<file path="src/rtl/irq_nest_pkg.sv">
package irq_nest_pkg;
  localparam int unsigned NSRC   = 15;
  localparam int unsigned VEC_W  = $clog2(NSRC);
  localparam int unsigned NEXT   = 2;
  localparam int unsigned NCAP   = 4;
  localparam int unsigned NPER   = 9;
  localparam int unsigned NLVL   = 2;

  // source index map, also the vector presented to the CPU
  localparam int unsigned SRC_EXT_A = 0;
  localparam int unsigned SRC_TMR0  = 1;
  localparam int unsigned SRC_EXT_B = 2;
  localparam int unsigned SRC_TMR1  = 3;
  localparam int unsigned SRC_CAP0  = 4;
  localparam int unsigned SRC_CMP0  = 8;
  localparam int unsigned NCMP      = 3;
  localparam int unsigned SRC_TAIL  = 11;   // overflow, conversion, CAN, serial
  localparam int unsigned NTAIL     = 4;

  typedef enum logic {LVL_LOW = 1'b0, LVL_HIGH = 1'b1} irq_lvl_e;
endpackage

</file>
<file path="src/rtl/irq_edge_latch.sv">
module irq_edge_latch #(
  parameter int unsigned W         = 4,
  parameter logic        PREV_INIT = 1'b0
) (
  input  logic         clk,
  input  logic         rst_n,
  input  logic [W-1:0] line,
  input  logic [W-1:0] rise_en,
  input  logic [W-1:0] fall_en,
  input  logic [W-1:0] keep,
  input  logic [W-1:0] clr,
  output logic [W-1:0] flag
);
  logic [W-1:0] prev_q;
  logic [W-1:0] hit;

  assign hit = (rise_en & ~prev_q & line) | (fall_en & prev_q & ~line);

  always_ff @(posedge clk or negedge rst_n) begin
    if (!rst_n) begin
      prev_q <= {W{PREV_INIT}};
      flag   <= '0;
    end else begin
      prev_q <= line;
      // a new event in the acknowledge cycle wins over the clear
      flag   <= keep & ((flag & ~clr) | hit);
    end
  end
endmodule

</file>
<file path="src/rtl/irq_pick.sv">
module irq_pick #(
  parameter int unsigned N  = 15,
  parameter int unsigned VW = $clog2(N)
) (
  input  logic [N-1:0]  cand,
  output logic          found,
  output logic [VW-1:0] idx
);
  always_comb begin
    found = 1'b0;
    idx   = '0;
    // scan downward so the lowest set index is the one left standing
    for (int i = N - 1; i >= 0; i--) begin
      if (cand[i]) begin
        found = 1'b1;
        idx   = VW'(i);
      end
    end
  end
endmodule

</file>
<file path="src/rtl/irq_nest_ctrl.sv">
module irq_nest_ctrl
  import irq_nest_pkg::*;
(
  input  logic                    clk,
  input  logic                    rst_n,
  input  logic [NEXT-1:0]         ext_pin_n,
  input  logic [NEXT-1:0]         ext_edge_mode,
  input  logic [NCAP-1:0]         cap_in,
  input  logic [NCAP-1:0]         cap_rise_en,
  input  logic [NCAP-1:0]         cap_fall_en,
  input  logic [NPER-1:0]         periph_irq,
  input  logic [NSRC-1:0]         src_enable,
  input  logic [NSRC-1:0]         src_high_prio,
  input  logic                    global_enable,
  input  logic                    dma_busy,
  output logic                    irq_valid,
  input  logic                    irq_ready,
  output logic [VEC_W-1:0]        irq_vec,
  output logic                    irq_high,
  input  logic                    reti_strobe,
  output logic [NLVL-1:0]         in_service
);
  logic [NSRC-1:0]  pend, act, hi_cand, lo_cand, clr_vec;
  logic [NEXT-1:0]  ext_flag, ext_clr;
  logic [NCAP-1:0]  cap_flag, cap_clr;
  logic             gate, grant, hi_found, lo_found;
  logic [VEC_W-1:0] hi_idx, lo_idx;
  logic [NLVL-1:0]  isr_q, isr_d;

  assign grant   = irq_valid & irq_ready;
  assign clr_vec = grant ? (NSRC'(1) << irq_vec) : '0;
  assign ext_clr = {clr_vec[SRC_EXT_B], clr_vec[SRC_EXT_A]};
  assign cap_clr = clr_vec[SRC_CAP0 +: NCAP];

  irq_edge_latch #(.W(NEXT), .PREV_INIT(1'b1)) u_ext (
    .clk(clk), .rst_n(rst_n), .line(ext_pin_n),
    .rise_en('0), .fall_en({NEXT{1'b1}}), .keep(ext_edge_mode),
    .clr(ext_clr), .flag(ext_flag)
  );

  irq_edge_latch #(.W(NCAP), .PREV_INIT(1'b0)) u_cap (
    .clk(clk), .rst_n(rst_n), .line(cap_in),
    .rise_en(cap_rise_en), .fall_en(cap_fall_en), .keep({NCAP{1'b1}}),
    .clr(cap_clr), .flag(cap_flag)
  );

  // assemble pending vector in vector order
  always_comb begin
    pend            = '0;
    pend[SRC_EXT_A] = ext_edge_mode[0] ? ext_flag[0] : ~ext_pin_n[0];
    pend[SRC_EXT_B] = ext_edge_mode[1] ? ext_flag[1] : ~ext_pin_n[1];
    pend[SRC_TMR0]  = periph_irq[0];
    pend[SRC_TMR1]  = periph_irq[1];
    pend[SRC_CAP0 +: NCAP] = cap_flag;
    pend[SRC_CMP0 +: NCMP] = periph_irq[2 +: NCMP];
    pend[SRC_TAIL +: NTAIL] = periph_irq[2 + NCMP +: NTAIL];
  end

  assign gate    = global_enable & ~dma_busy;
  assign act     = pend & src_enable & {NSRC{gate}};
  assign hi_cand = act & src_high_prio  & {NSRC{~isr_q[LVL_HIGH]}};
  assign lo_cand = act & ~src_high_prio & {NSRC{isr_q == '0}};

  irq_pick #(.N(NSRC), .VW(VEC_W)) u_pick_hi (
    .cand(hi_cand), .found(hi_found), .idx(hi_idx)
  );
  irq_pick #(.N(NSRC), .VW(VEC_W)) u_pick_lo (
    .cand(lo_cand), .found(lo_found), .idx(lo_idx)
  );

  assign irq_valid = hi_found | lo_found;
  assign irq_vec   = hi_found ? hi_idx : lo_idx;
  assign irq_high  = hi_found;

  always_comb begin
    isr_d = isr_q;
    if (reti_strobe) begin
      if (isr_q[LVL_HIGH]) isr_d[LVL_HIGH] = 1'b0;
      else                 isr_d[LVL_LOW]  = 1'b0;
    end
    if (grant) isr_d[irq_high] = 1'b1;
  end

  always_ff @(posedge clk or negedge rst_n) begin
    if (!rst_n) isr_q <= '0;
    else        isr_q <= isr_d;
  end

  assign in_service = isr_q;
endmodule

</file>
<file path="config.mk">
export PLATFORM = sky130hd
export DESIGN_NAME = irq_nest_ctrl
export DESIGN_NICKNAME = d
export VERILOG_FILES = /design/src/rtl/irq_nest_pkg.sv /design/src/rtl/irq_edge_latch.sv /design/src/rtl/irq_pick.sv /design/src/rtl/irq_nest_ctrl.sv
export SDC_FILE = /design/constraint.sdc
export NUM_CORES = 1
export LEC_CHECK = 0
export CAP_MARGIN = 20
export CORE_MARGIN = 2
export CORE_UTILIZATION = 43
export DETAILED_ROUTE_END_ITERATION = 12
export PLACE_DENSITY = 0.87
export SLEW_MARGIN = 20
export SYNTH_ARGS = -nofsm -noshare
export SYNTH_HDL_FRONTEND = slang
export SYNTH_SLANG_ARGS = --single-unit
</file>
<file path="constraint.sdc">
create_clock -name clk -period 5.9 [get_ports clk]
set_input_delay 0.59 -clock clk [delete_from_list [all_inputs] [get_ports clk]]
set_output_delay 0.59 -clock clk [all_outputs]
set_load 0.1 [all_outputs]
</file>
After elaboration in Yosys (flattened, before gate mapping)
Cells that the tools add are included.

cells by class
  add/subtract/negate cells = 0
  multipliers = 0
  div/mod/pow operators = 0
  magnitude comparators = 2
  equality and inequality tests = 0
  shift-type cells = 1
  mux-type cells = 69
  bitwise operators = 31
  reductions and logical operators = 2

operators with widths
  operator                                                    count
  two-way mux 4 bit                                           31
  bitwise AND 15 bit                                          6
  two-way mux 1 bit                                           34
  bitwise AND 4 bit                                           5
  inverter 15 bit                                             1
  inverter 4 bit                                              3
  two-way mux 8 bit                                           1
  bitwise OR 4 bit                                            2
  << shifter 1 x 4 -> 8 bit, first input constant             1
  bitwise AND 2 bit                                           3
  two-way mux 2 bit                                           2
  inverter 1 bit                                              4
  inverter 2 bit                                              2
  bitwise OR 2 bit                                            2
  bitwise AND 1 bit                                           2
  logical NOT 2 bit                                           1
  less-than comparator 1 x 2 -> 1 bit, second input constant  1
  demux 1 bit (select 1 bit)                                  1
  greater-or-equal comparator 1 bit, second input constant    1
  logical AND 1 bit                                           1
  bitwise OR 1 bit                                            1

storage, ports and cells
  register bits = 14
  latch bits = 0
  RAM bits = 0
  memory bits (read-only) = 0
  bits of input ports = 61
  output and inout bits = 8
  word-level logic and storage cells = 110
  memories = 0

Longest topological paths before layout
  depth in word-level cells = 28
  depth in mapped cells = 9
  gate-level depth less buffers = 8

By module
A second synthesis with hierarchy kept.

unflattened totals
  cell total of the unflattened synthesis = 178
  area, all modules = 1397.6 um^2

modules (own cells, without submodules)
  module                  times used  cells each  area an instance (um^2)  seq. area each (um^2)
  irq_nest_ctrl           1           88          594.3                    50.0
  irq_edge_latch (u_cap)  1           24          320.3                    200.2
  irq_pick                2           27          160.2                    0.0
  irq_edge_latch (u_ext)  1           12          162.7                    102.6

Least setup slack after synthesis
Ideal clock, no wire load.

  path type = input -> output
  from = in src_enable[5]
  to = out irq_vec[3]
  arrival time = 3.294 ns
  data required time = 5.310 ns
  path slack = 2.016 ns
  cell stages on the path = 5
  path buffers = 0
  cell sequence = and3b_1 > or4_1 > o41ai_2 > nand3_1 > a21oi_1

on the way
  cells in the longest elaborated chain, start to end = 11
  elaborated cells on any way between the ends = 25
  those cells by class = mux: 19; bitwise: 6

RTL lines
  item                                                                         line                                      text
  start, declared                                                              irq_nest_ctrl.sv:12                       input logic [NSRC-1:0] src_enable,
  bitwise AND 15 bit (*) (2 in series)                                         irq_nest_ctrl.sv:60                       assign act = pend & src_enable & {NSRC{gate}};
  bitwise AND 15 bit, on equally long branches (2 in series)                   irq_nest_ctrl.sv:62, irq_nest_ctrl.sv:61
  two-way mux 4 bit / two-way mux 1 bit (equally long branches) (6 in series)  irq_pick.sv:14                            if (cand[i]) begin
  two-way mux 4 bit (*)                                                        irq_nest_ctrl.sv:72                       assign irq_vec = hi_found ? hi_idx : lo_idx;
  end, declared                                                                irq_nest_ctrl.sv:18                       output logic [VEC_W-1:0] irq_vec,

Every way passes the cells marked *; elsewhere a longest branch is shown, timed or not.

Final worst setup path
  from = in global_enable
  to = out irq_vec[0]

on the way
  cells in the longest elaborated chain, start to end = 20
  elaborated cells on any way between the ends = 50
  those cells by class = mux: 44; bitwise: 6

RTL lines
  item                              line                 text
  start, declared                   irq_nest_ctrl.sv:14  input logic global_enable,
  bitwise AND 1 bit (*)             irq_nest_ctrl.sv:59  assign gate = global_enable & ~dma_busy;
  bitwise AND 15 bit (*)            irq_nest_ctrl.sv:60
  bitwise AND 15 bit (2 in series)  irq_nest_ctrl.sv:61  assign hi_cand = act & src_high_prio & {NSRC{~isr_q[LVL_HIGH]}};
  two-way mux 1 bit (15 in series)  irq_pick.sv:14
  two-way mux 4 bit (*)             irq_nest_ctrl.sv:72

Marks and branches as above.

==> reports/summary.md <==
The register clock-pin slew on the reported worst setup and hold paths is 0.09 ns, and the final global-route overflow total is 0. TritonCTS built the clock tree. No sink is reached through more buffers than the 2 on the longest clock path. The async set-reset flop share out of synthesis is 100%, and the required time of the critical path is 5.31 ns.

The tools report the number of primary I/O pins as 69. The setup fix buffers added after clock tree synthesis was 0. Buffers inserted to repair hold after CTS numbered 0. The share of the yosys chip area belonging to registers is 27.1%, and the number of storage elements in the synthesis netlist is 14.

The first-iteration detailed-routing DRC count is 130. The initial utilization of the core area, before any placement, comes to 46.1%. Wires add up to 4.39 mm. In this run the static leakage power is 0.000849 µW. The core region is 2830 µm².

The kind of path behind the tightest hold check was flop to flop. The worst setup path is of the primary input to primary output kind. The post-CTS resize count came out at 0. The run gives 26.3% as the global-route usage over all layers.

The area growth from synthesis to layout is 56.8%, and the count of flip-flops with a built-in enable after synthesis is 0. Dividing the final minimum period by the clock period gives 75.2%. Among all flip-flop cells after synthesis, the most frequent one is sky130_fd_sc_hd__dfrtp_1. The top cell types in the final layout, fill and taps aside, are sky130_fd_sc_hd__clkdlybuf4s50_1, sky130_fd_sc_hd__nand3_1, sky130_fd_sc_hd__nand2_1.

STA classifies the critical path startpoint as a primary input. For the number of remaining DRC errors, the log shows 0. The cell type with the highest occurrence count on the critical path was sky130_fd_sc_hd__clkdlybuf4s50_1. Together, buffers and inverters on the worst path number 2.

Kind of capture point of the worst setup path: a primary output. Leaving out fill and tap cells, the most frequent cell in the layout is sky130_fd_sc_hd__clkdlybuf4s50_1. Entering global routing, the biggest net connects 15 pins. Measured along the y axis, the die boundary spans 59.1 µm. TritonCTS created 3 clock buffers. For the pin with the worst max-slew slack, the measured transition is 0.977 ns. For the worst clock skew, the log shows 0.00322 ns.

The horizontal extent of the die was 59.1 µm; the top achievable clock speed was 225 MHz. The die covers 3490 µm². The run gives 19 as the total number of placement rows. The number of endpoints failing setup at the final stage was 0; the synthesized area divided by synthesized cell count was 7.85 µm².

Setup repair after global routing left no endpoint under its margin. Proportion of netlist area held by the largest area contributor: 23.0%. The number of antenna violations at the first check in global routing was 0. The tool flagged a number of max-cap violations equal to 0. The netlist uses 51 different library cells.

The total number of vias came out at 1664. Counting every net in the synthesized netlist gives 227. The mapped netlist covers 1300 µm². The tools report the later-pin clock latency in the skew report as 0.28 ns. By area the synthesized netlist is led by sky130_fd_sc_hd__dfrtp_1, sky130_fd_sc_hd__nand3_1, sky130_fd_sc_hd__nand3b_1. The largest single stage delay on the critical path is 1.17 ns.

For this design, the sink count on the clock tree is 14. The worst pin sits at a relative slew slack of 34.7%. Summing all placed instances gives a cell area of 2020 µm². The flow ran to the end, and the final reports show no timing, DRC or antenna violations. Adding up every negative setup slack in the final design gives 0 ns. The tools report the final count of pins violating max slew as 0. For flop-to-flop paths, the worst setup slack is 3.34 ns. During synthesis, Yosys emitted a total of 0 warnings. Power density over the cells: 195 nW/µm². After layout, the minimum clock period comes to 4.44 ns.

The routed wirelength normalized by instance count is 16.4 µm. The run gives 1604 as the via count of the first global-routing pass. The first global-routing pass estimated 7.05 mm of wire. The number of H-tree branching levels was 1; the weighted congestion at the end of routability-driven global placement was 1.05. The count of nets left with antenna violations after detail routing was 0. The signal on the critical path passes through clkdlybuf4s50_1 > nor3b_2 > o21ai_0 > and2_4 > a311oi_1 > a32o_2 > clkdlybuf4s50_1. For the worst setup path, the data arrival time is 3.85 ns. The number of I/O port buffers is 68.

Before antenna repair, the detailed router went through 5 iterations. Final hold violation count: 0. The kind of cell adding the most delay to the critical path was buffers and inverters. Critical path's slowest cell: sky130_fd_sc_hd__clkdlybuf4s50_1. Cell type with the highest aggregate area in the netlist: sky130_fd_sc_hd__dfrtp_1. After detailed routing, the number of vias per cell comes to 6.21. The run gives 0 as the final antenna diode count. Synthesis produced a netlist whose cell count is 166.

In the final layout, the share of cells above drive strength 1 is 7.59%. Detailed placement ended at an HPWL of 3.73 mm. The cell sitting at the root of the clock tree is a sky130_fd_sc_hd__clkbuf_4. The highest net fanout along the worst path was 9. The worst vdd rail ir drop is 0.000175 V, and the count of nets after finishing is 299. Fill cell total of the finished layout: 228.

Final instance area: 2040 µm².
-- per-layer routing --
layer / share of wire (%) / global-route usage (%)
met2: 47 / 44.1
met3: 9.1 / 6.55
met4: 1.7 / 7.14
met5: 0 / 0
met1: 42 / 33.5
-- worst register-to-register path, cell delays in order (launching register included) --
cell                      delay, ns
sky130_fd_sc_hd__dfrtp_1       0.46
sky130_fd_sc_hd__nor3b_2       0.55
sky130_fd_sc_hd__o21ai_0       0.31
sky130_fd_sc_hd__and2_4        0.27
sky130_fd_sc_hd__a31o_2        0.24
sky130_fd_sc_hd__a31oi_2       0.24
sky130_fd_sc_hd__o211a_1       0.26
sky130_fd_sc_hd__a31oi_1       0.11
-- sequential cells by signal, summed over array words and instances, names as in the netlist --
register      count
u_ext.prev_q      2
u_cap.prev_q      4
u_cap.flag        4
in_service        2
u_ext.flag        2
-- power breakdown --
group	total [µW]	switching, µW	internal [µW]
Clock	58.2	32.0	26.3
Sequential	112	7.23	104
Combinational	229	143	86.8
Total	399	182	217
-- metrics by stage --
stage                     utilization, %  instances  hold slack, ns  total power (µW)  setup slack [ns]
after floorplan                        -        166           0.294               255              2.02
after global placement              71.3        264           0.558               339              1.43
after detailed placement            71.3        264           0.563               340              1.54
after CTS                           72.3        268           0.579               399              1.53
after global routing                72.3        268           0.597               417              1.29
final                               72.3        268           0.579               399              1.46
-- cell families after synthesis --
group | synth area share [%]
DFF | 27.1
AOI/OAI and AO/OA | 26.7
and+or+nand+nor | 44.4
buffers and inverters | 1.82
-- synth_stat cells (all sizes together), types with 2 or more instances --
cell	instances
nand3	18
nand2	17
nor2	14
o21ai	14
dfrtp	12
nand3b	10
a21oi	7
a31oi	7
and3b	7
nand2b	6
inv	5
nor2b	5
nor3	5
and3	3
o211a	3
a311oi	2
a32o	2
and2	2
dfstp	2
nor3b	2
o22ai	2
or3b	2
-- path summary, 6_finish.rpt --
check,from,endpoint,depth (start not counted)
max,global_enable,irq_vec[0],7
min,u_ext.prev_q[1]$_DFF_PN1_,u_ext.flag[1]$_DFF_PN0_,2
max reg2reg,in_service[1]$_DFF_PN0_,u_cap.flag[3]$_DFF_PN0_,7
min reg2reg,u_ext.prev_q[1]$_DFF_PN1_,u_ext.flag[1]$_DFF_PN0_,2
max in group asynchronous,rst_n,u_cap.prev_q[3]$_DFF_PN0_,1
min in group asynchronous,rst_n,u_cap.flag[2]$_DFF_PN0_,1
-- layout make-up --
| cell class | instances | area (µm²) | area share (%) |
|---|---|---|---|
| Inverter | 5 | 18.8 | 0.918 |
| Sequential cell | 14 | 353 | 17.3 |
| Clock buffer | 4 | 26.3 | 1.29 |
| Tap cell | 31 | 38.8 | 1.90 |
| Timing Repair Buffer | 68 | 681 | 33.3 |
| Multi-Input combinational cell | 146 | 927 | 45.3 |
Note: power is estimated with default switching activity, not from simulation.
